## config.mk

```make
export PLATFORM = sky130hd
export DESIGN_NAME = chi_dat_err_unit
export DESIGN_NICKNAME = d
export VERILOG_FILES = /design/src/rtl/chi_dat_err_pkg.sv /design/src/rtl/dat_odd_parity.sv /design/src/rtl/rx_beat_classify.sv /design/src/rtl/tx_err_map.sv /design/src/rtl/chi_dat_err_unit.sv
export SDC_FILE = /design/constraint.sdc
export NUM_CORES = 1
export LEC_CHECK = 0
export BUFFER_PORTS_ARGS = -buffer_cell sky130_fd_sc_hd__buf_2
export CAP_MARGIN = 20
export CORE_AREA = 5 5 334 336
export CTS_BUF_LIST = sky130_fd_sc_hd__clkbuf_4 sky130_fd_sc_hd__clkbuf_8
export DETAILED_ROUTE_END_ITERATION = 16
export DIE_AREA = 0 0 339 341
export MAX_ROUTING_LAYER = met4
export SYNTH_ARGS = -nofsm -noshare
export SYNTH_HDL_FRONTEND = slang
export SYNTH_SLANG_ARGS = --single-unit
```

## constraint.sdc

```tcl
create_clock -name clk -period 1.7 [get_ports clk]
set_clock_uncertainty 0.1 [all_clocks]
set_input_delay 0.255 -clock clk [delete_from_list [all_inputs] [get_ports clk]]
set_output_delay 0.255 -clock clk [all_outputs]
set_load 0.05 [all_outputs]
```

## src/rtl/chi_dat_err_pkg.sv

```systemverilog
package chi_dat_err_pkg;

    typedef enum logic [1:0] {
        RESP_OK    = 2'b00,
        RESP_EXOK  = 2'b01,
        RESP_DERR  = 2'b10,
        RESP_NDERR = 2'b11
    } resp_e;

    typedef enum logic [1:0] {
        RX_IDLE,
        RX_COLLECT,
        RX_VERDICT
    } rx_state_e;

    typedef struct packed {
        logic nderr;
        logic derr;
        logic poisoned;
        logic dchk_fail;
    } rx_flags_t;

endpackage

```

## src/rtl/dat_odd_parity.sv

```systemverilog
module dat_odd_parity #(
    parameter int BYTES = 32
) (
    input  logic [BYTES*8-1:0] data,
    output logic [BYTES-1:0]   par
);
    for (genvar b = 0; b < BYTES; b++) begin : g_byte
        assign par[b] = ~(^data[b*8 +: 8]);
    end
endmodule

```

## src/rtl/rx_beat_classify.sv

```systemverilog
module rx_beat_classify
    import chi_dat_err_pkg::*;
#(
    parameter int DATA_W = 256,
    localparam int BYTES    = DATA_W / 8,
    localparam int POISON_W = DATA_W / 64
) (
    input  logic [1:0]          resp,
    input  logic [POISON_W-1:0] poison,
    input  logic [BYTES-1:0]    dchk,
    input  logic [DATA_W-1:0]   data,
    output rx_flags_t           flags
);
    logic [BYTES-1:0] want_par;

    dat_odd_parity #(.BYTES(BYTES)) par_i (
        .data (data),
        .par  (want_par)
    );

    always_comb begin
        flags           = '0;
        flags.nderr     = (resp == RESP_NDERR);
        flags.derr      = (resp == RESP_DERR);
        flags.poisoned  = |poison;
        flags.dchk_fail = |(want_par ^ dchk);
    end
endmodule

```

## src/rtl/tx_err_map.sv

```systemverilog
module tx_err_map
    import chi_dat_err_pkg::*;
#(
    parameter int POISON_W = 4
) (
    input  logic                tag_err,
    input  logic                data_err,
    input  logic                wrsnp_mode,
    output logic [1:0]          resp,
    output logic [POISON_W-1:0] poison
);
    resp_e raw;

    always_comb begin
        unique case ({tag_err, data_err})
            2'b11: begin raw = RESP_NDERR; poison = '1; end
            2'b10: begin raw = RESP_NDERR; poison = '0; end
            2'b01: begin raw = RESP_DERR;  poison = '1; end
            default: begin raw = RESP_OK;  poison = '0; end
        endcase
        if (wrsnp_mode && raw == RESP_NDERR)
            resp = RESP_DERR;
        else
            resp = raw;
    end
endmodule

```

## src/rtl/chi_dat_err_unit.sv

```systemverilog
module chi_dat_err_unit
    import chi_dat_err_pkg::*;
#(
    parameter int DATA_W = 256,
    localparam int BYTES    = DATA_W / 8,
    localparam int POISON_W = DATA_W / 64
) (
    input  logic                clk,
    input  logic                rst_n,
    input  logic                rx_valid,
    input  logic                rx_last,
    input  logic [1:0]          rx_resp,
    input  logic [POISON_W-1:0] rx_poison,
    input  logic [BYTES-1:0]    rx_dchk,
    input  logic [DATA_W-1:0]   rx_data,
    output logic                rx_done,
    output logic                rx_wr_en,
    output logic                rx_line_err,
    output logic                rx_report,
    input  logic                tx_valid,
    input  logic                tx_tag_ecc_err,
    input  logic                tx_data_ecc_err,
    input  logic                tx_meta_tag_err,
    input  logic                tx_meta_data_err,
    input  logic                tx_wrsnp_mode,
    input  logic [DATA_W-1:0]   tx_data,
    output logic                tx_out_valid,
    output logic [1:0]          tx_out_resp,
    output logic [POISON_W-1:0] tx_out_poison,
    output logic [BYTES-1:0]    tx_out_dchk,
    output logic [DATA_W-1:0]   tx_out_data
);
    // ---------------- receive side ----------------
    rx_state_e state, state_nx;
    rx_flags_t beat_flags, acc_flags;

    rx_beat_classify #(.DATA_W(DATA_W)) cls_i (
        .resp   (rx_resp),
        .poison (rx_poison),
        .dchk   (rx_dchk),
        .data   (rx_data),
        .flags  (beat_flags)
    );

    always_comb begin
        state_nx = state;
        unique case (state)
            RX_IDLE, RX_VERDICT: begin
                if (rx_valid)
                    state_nx = rx_last ? RX_VERDICT : RX_COLLECT;
                else
                    state_nx = RX_IDLE;
            end
            RX_COLLECT: begin
                if (rx_valid && rx_last)
                    state_nx = RX_VERDICT;
            end
            default: state_nx = RX_IDLE;
        endcase
    end

    always_ff @(posedge clk) begin
        if (!rst_n)
            state <= RX_IDLE;
        else
            state <= state_nx;
    end

    always_ff @(posedge clk) begin
        if (!rst_n)
            acc_flags <= '0;
        else if (rx_valid) begin
            if (state == RX_COLLECT)
                acc_flags <= acc_flags | beat_flags;
            else
                acc_flags <= beat_flags;
        end
    end

    always_comb begin
        rx_done     = 1'b0;
        rx_wr_en    = 1'b0;
        rx_line_err = 1'b0;
        rx_report   = 1'b0;
        unique case (state)
            RX_VERDICT: begin
                rx_done     = 1'b1;
                rx_wr_en    = ~acc_flags.nderr;
                rx_line_err = |acc_flags;
                rx_report   = acc_flags.dchk_fail;
            end
            default: ;
        endcase
    end

    // ---------------- transmit side ----------------
    logic [1:0]          map_resp;
    logic [POISON_W-1:0] map_poison;
    logic [BYTES-1:0]    gen_par;

    tx_err_map #(.POISON_W(POISON_W)) map_i (
        .tag_err    (tx_tag_ecc_err | tx_meta_tag_err),
        .data_err   (tx_data_ecc_err | tx_meta_data_err),
        .wrsnp_mode (tx_wrsnp_mode),
        .resp       (map_resp),
        .poison     (map_poison)
    );

    dat_odd_parity #(.BYTES(BYTES)) tx_par_i (
        .data (tx_data),
        .par  (gen_par)
    );

    always_ff @(posedge clk) begin
        if (!rst_n) begin
            tx_out_valid  <= 1'b0;
            tx_out_resp   <= '0;
            tx_out_poison <= '0;
            tx_out_dchk   <= '0;
            tx_out_data   <= '0;
        end else begin
            tx_out_valid <= tx_valid;
            if (tx_valid) begin
                tx_out_resp   <= map_resp;
                tx_out_poison <= map_poison;
                tx_out_dchk   <= gen_par;
                tx_out_data   <= tx_data;
            end
        end
    end
endmodule

```

Word-level counts from Yosys, hierarchy flattened
Index checks and enable logic that the tools add are counted.
- bits in registers: 301
- bits of input ports: 560
- output and inout port bits: 299
- logic and storage cells: 173
- equal/unequal tests: 9
- multiplexer cells: 12
- bitwise logic cells: 69
- reductions and logical operators: 73
- operators with widths (kind ; count):
    $reduce_xor 8->1 ; 64
    $not 1->1 ; 65
    $reduce_or 32->1 ; 1
    $xor 32x32->32 ; 1
    $eq 2x2->1 const B ; 6
    $mux 2 ; 4
    $mux 4 ; 2
    $pmux 2 s2 ; 2
    $reduce_or 4->1 ; 2
    $reduce_or 2->1 ; 3
    $eq 2x1->1 const B ; 2
    $mux 1 ; 4
    $or 4x4->4 ; 1
    $logic_and 1x1->1 ; 2
    $logic_not 2->1 ; 1
    $ne 2x2->1 const B ; 1
    $or 1x1->1 ; 2

Longest topological paths before layout
- word-level depth: 7
- depth in mapped cells: 7
- mapped depth without buffers: 7

Hierarchy
From an unflattened synthesis, not the netlist that was laid out.
- cell total of the unflattened synthesis: 1481
- area, all modules: 15899.0 µm²
- by module, submodules not included (module ; times used ; cells an instance ; area an instance (µm²) ; sequential area each (µm²)):
    chi_dat_err_unit ; 1 ; 981 ; 11569.8 ; 6025.8
    dat_odd_parity ; 2 ; 224 ; 1961.9 ; 0.0
    rx_beat_classify ; 1 ; 46 ; 366.6 ; 0.0
    tx_err_map ; 1 ; 6 ; 38.8 ; 0.0

Least setup slack after synthesis
OpenSTA, ideal clock, no wires.
- kind: in2reg
- start point: input port rx_data[141]
- end point: register acc_flags[0] (netlist bit)
- library setup time: 125 ps
- arrival: 1613 ps
- data required time: 1475 ps
- path slack: -138 ps
- cell stages on the path: 7
- path buffers: 0
- cells stage by stage: xor2_1 xnor3_2 xnor2_1 nor4_2 nand4_1 o311ai_1 nand2_1
- word-level cells in the longest chain between the ends: 6
- RTL lines (item ; line ; RTL):
    start: declaration ; chi_dat_err_unit.sv:15 ; input logic [DATA_W-1:0] rx_data,
    $reduce_xor 8->1 (*) ; dat_odd_parity.sv:8 ; assign par[b] = ~(^data[b*8 +: 8]);
    $not 1->1 (*) ; dat_odd_parity.sv:8 ;
    $xor 32x32->32 (*) ; rx_beat_classify.sv:26 ; flags.dchk_fail = |(want_par ^ dchk);
    $reduce_or 32->1 (*) ; rx_beat_classify.sv:26 ;
    $or 4x4->4 ; chi_dat_err_unit.sv:74 ; acc_flags <= acc_flags | beat_flags;
    $mux 4 (*) ; chi_dat_err_unit.sv:73 ; if (state == RX_COLLECT)
    end signal: assignment ; chi_dat_err_unit.sv:74 ;
    end signal: assignment ; chi_dat_err_unit.sv:76 ; acc_flags <= beat_flags;
    end: declaration ; chi_dat_err_unit.sv:35 ; rx_flags_t beat_flags, acc_flags;
Every way passes the cells marked *; elsewhere a longest branch is shown, timed or not.
A chain may end at the register's enable or synchronous reset.

Final worst setup path
- start point: register acc_flags[3] (netlist bit)
- end point: output port rx_line_err
- word-level cells in the longest chain between the ends: 2
- RTL lines (item ; line ; RTL):
    $reduce_or 4->1 ; chi_dat_err_unit.sv:89 ; rx_line_err = |acc_flags;
    $mux 1 ; chi_dat_err_unit.sv:85 ; unique case (state)
    end: declaration ; chi_dat_err_unit.sv:18 ; output logic rx_line_err,
No other way between the ends.

==> flow_metrics.env <==
export IMPL_route_detailed_drc=0
export IMPL_clock_latency_ns=0.64
export IMPL_vias_per_cell=3.55
export IMPL_worst_r2r_startpoint="state[0]$_SDFFE_PN0P_"
export IMPL_switching_share=0.340
export IMPL_synth_top_family_by_area="XOR/XNOR gates"
export IMPL_worstMarginPinSlew_ns=0.610
export IMPL_synth_xor_area_frac=0.280
export IMPL_gp_congestion=0.950
export IMPL_maxCapViolations=0
export IMPL_maxSlewViolCount=0
export IMPL_min_period_ns=1.92
export IMPL_path_clk_slew_ns=0.06
export IMPL_dr_first_iter_drc_count=400
export IMPL_start_kind="flip-flop"
export IMPL_setup_ws_ns=-0.221
export IMPL_vias=14700
export IMPL_status="complete, but fails checks"
export IMPL_synth_fa_ha_area_frac=0
export IMPL_io_pins=859
export IMPL_placed_area_mm2=0.0221
export IMPL_core_area_mm2=0.108
export IMPL_fmax_mhz=521
export IMPL_ir_worst_vdd_uv=750
export IMPL_power_density_mw_per_mm2=872
export IMPL_rsz0062_at_grt="true"
export IMPL_violations="setup timing"
export IMPL_ys_seq_elements=298
export IMPL_holdCritPathClass="primary input to flip-flop"
export IMPL_syn_instance_count=1442
export IMPL_nets=3231
export IMPL_grt_ovfl_total=0
export IMPL_dp_cells=3711
export IMPL_pwr_share_seq=0.325
export IMPL_root_buffer="clkbuf_8"
export IMPL_synth_mux_area_frac=0.186
export IMPL_p_clk_frac=0.321
export IMPL_final_cell_area_mm2=0.0278
export IMPL_die_w_um=339
export IMPL_avgSynthCellArea_um2=10.8
export IMPL_rows=121
export IMPL_cts_tree="built"
export IMPL_final_common_cell="buf_2"
export IMPL_grt_max_degree=53
export IMPL_slew_headroom=0.590
export IMPL_dpl_worst_slack_ns=-0.985
export IMPL_clkSinkCount=298
export IMPL_fin_cells=4135
export IMPL_switchingPower_mw=8.24
export IMPL_syn_num_nets=2002
export IMPL_io_buffers=858
export IMPL_cp_required_ns=1.34
export IMPL_critical_path_class="flip-flop to primary output"
export IMPL_numCtsBuffers=54
export IMPL_synth_area_mm2=0.0156
export IMPL_arrival_ns=1.57
export IMPL_finalWirelength_mm=74.6
export IMPL_internal_power_mw=16.0
export IMPL_final_util=0.257
export IMPL_antenna_found_initial=11
export IMPL_synth_distinct_cells=28
export IMPL_hold_viol=0
export IMPL_grt_first_pass_wirelength_mm=105
export IMPL_hold_ws_ns=0.125
export IMPL_wl_per_cell_um=18.0
export IMPL_fp_dieH_um=341
export IMPL_drive_gt1_frac=0.396
export IMPL_reg2regPathDepth=4
export IMPL_hold_path_cell_count=4
export IMPL_synth_compound_area_frac=0.00450
export IMPL_fill_cells=11300
export IMPL_start_util=0.144
export IMPL_layout_worst_path_cycle_share=1.13
export IMPL_area_growth_pct=78.8
export IMPL_htreeDepth=2
export IMPL_dpl_hpwl_mm=58.8
export IMPL_cts_buffer_depth=3
export IMPL_final_cell_mix="buf_2 (575), xnor2_1 (371), dlygate4sd3_1 (317), nor2b_1 (291), mux2i_1 (289)"
export IMPL_grt_usage=0.125
export IMPL_yosys_warnings=0
export IMPL_cp_startpoint="acc_flags[3]$_SDFFE_PN0P_"
export IMPL_cp_end_kind="primary output"
export IMPL_leakagePower_nw=12.5
export IMPL_ant_nets=0
export IMPL_critPathMaxFanout=2
export IMPL_first_pass_iters=5
export IMPL_die_area_mm2=0.116
export IMPL_first_global_vias=15900
export IMPL_hp_start="tx_valid"
export IMPL_power_frac_comb=0.353
export IMPL_synthSimpleGateAreaFrac=0.127
export IMPL_ys_seq_area_frac=0.383
export IMPL_setup_viol=5
==> cells by family (layout without fill, tap and decap cells) <==
| family | after synthesis | after routing |
|---|---|---|
| xor gates and xnor gates | 452 | 452 |
| and+or+nand+nor | 322 | 322 |
| DFF | 298 | 298 |
| muxes | 289 | 289 |
| buffers and inverters | 71 | 1339 |
| AOI/OAI and AO/OA | 10 | 10 |
| other | 0 | 11 |
==> cell usage after synthesis <==
cell type,n,area share
a21boi_0,1,0.00048
clkbuf_1,39,0.0094
inv_1,2,0.00048
nor2_1,10,0.0024
nand4_1,3,0.0012
xnor3_1,27,0.039
o21ai_0,3,0.00096
nand3_1,1,0.00032
nor4_2,1,0.00080
buf_4,3,0.0014
o311ai_1,1,0.00056
and2_1,2,0.00080
dfxtp_1,298,0.38
xnor3_2,1,0.0015
o211a_1,1,0.00064
mux2i_1,289,0.19
nor2b_1,291,0.12
xnor2_1,375,0.21
buf_2,22,0.0071
nand2_1,8,0.0019
buf_1,5,0.0012
xor2_1,48,0.027
nor4_1,6,0.0024
a32oi_1,1,0.00056
a21oi_1,1,0.00032
o41ai_1,1,0.00056
a31oi_1,1,0.00040
xnor2_2,1,0.0010
==> layout make-up <==
class / instances / area (um^2) / share of cell area
Inverter: 2 / 10.0 / 0.000360
Antenna cell: 11 / 27.5 / 0.000990
Tap cell: 1414 / 1770 / 0.0636
Clock buffer: 87 / 1090 / 0.0392
Timing Repair Buffer: 1242 / 9370 / 0.337
Clock inverter: 8 / 133 / 0.00477
Sequential cell: 298 / 6030 / 0.217
Multi-Input combinational cell: 1073 / 9380 / 0.337
==> repair_timing <==
action	in CTS	in global routing
gates resized for setup	401	73
hold endpoints to repair	282	1
pin swaps	4	2
gates cloned	0	1
hold buffers	317	1
buffers inserted	2	0
setup endpoints to repair	254	91
==> power groups by stage <==
stage | Clock, mW | Sequential [mW] | Combinational (mW)
final | 7.79 | 7.89 | 8.57
after floorplan | 0 | 9.64 | 3.11
after global placement | 0 | 7.93 | 7.48
after global routing | 8.43 | 7.94 | 9.10
after detailed placement | 0 | 7.94 | 7.50
after CTS | 8.12 | 7.88 | 8.56
==> registers in the layout, summed over array words and instances (netlist names) <==
name and count:
state 2, tx_out_data 256, tx_out_dchk 32, tx_out_poison 1, acc_flags 4, tx_out_resp 2, tx_out_valid 1
==> critical path, stage by stage, from the launching register on <==
cell     delay (ns)
dfxtp_2        0.33
nor4_4         0.33
nor2_4         0.10
buf_8          0.16
==> metal layers <==
layer	part of all wire	GRT usage
met5	0	-
met3	0.081	0.0445
met2	0.48	0.204
met1	0.41	0.143
met4	0.031	0.0388
==> worst paths after layout <==
path / endpoint / slack, ns
setup / recovery: rx_line_err / -0.22
hold / removal: tx_out_data[221]$_SDFFE_PN0P_ / 0.13
setup reg to reg: state[0]$_SDFFE_PN0P_ / 0.25
hold reg to reg: acc_flags[1]$_SDFFE_PN0P_ / 0.42
==> metrics by stage <==
stage               power (mW)  setup TNS [ns]
global placement          15.4           -1.02
floorplan                 12.8          -0.128
global route              25.5           -1.03
detailed placement        15.4          -0.985
finish                    24.3          -0.534
CTS                       24.6           -2.00
Power figures use the tool's default switching activity.
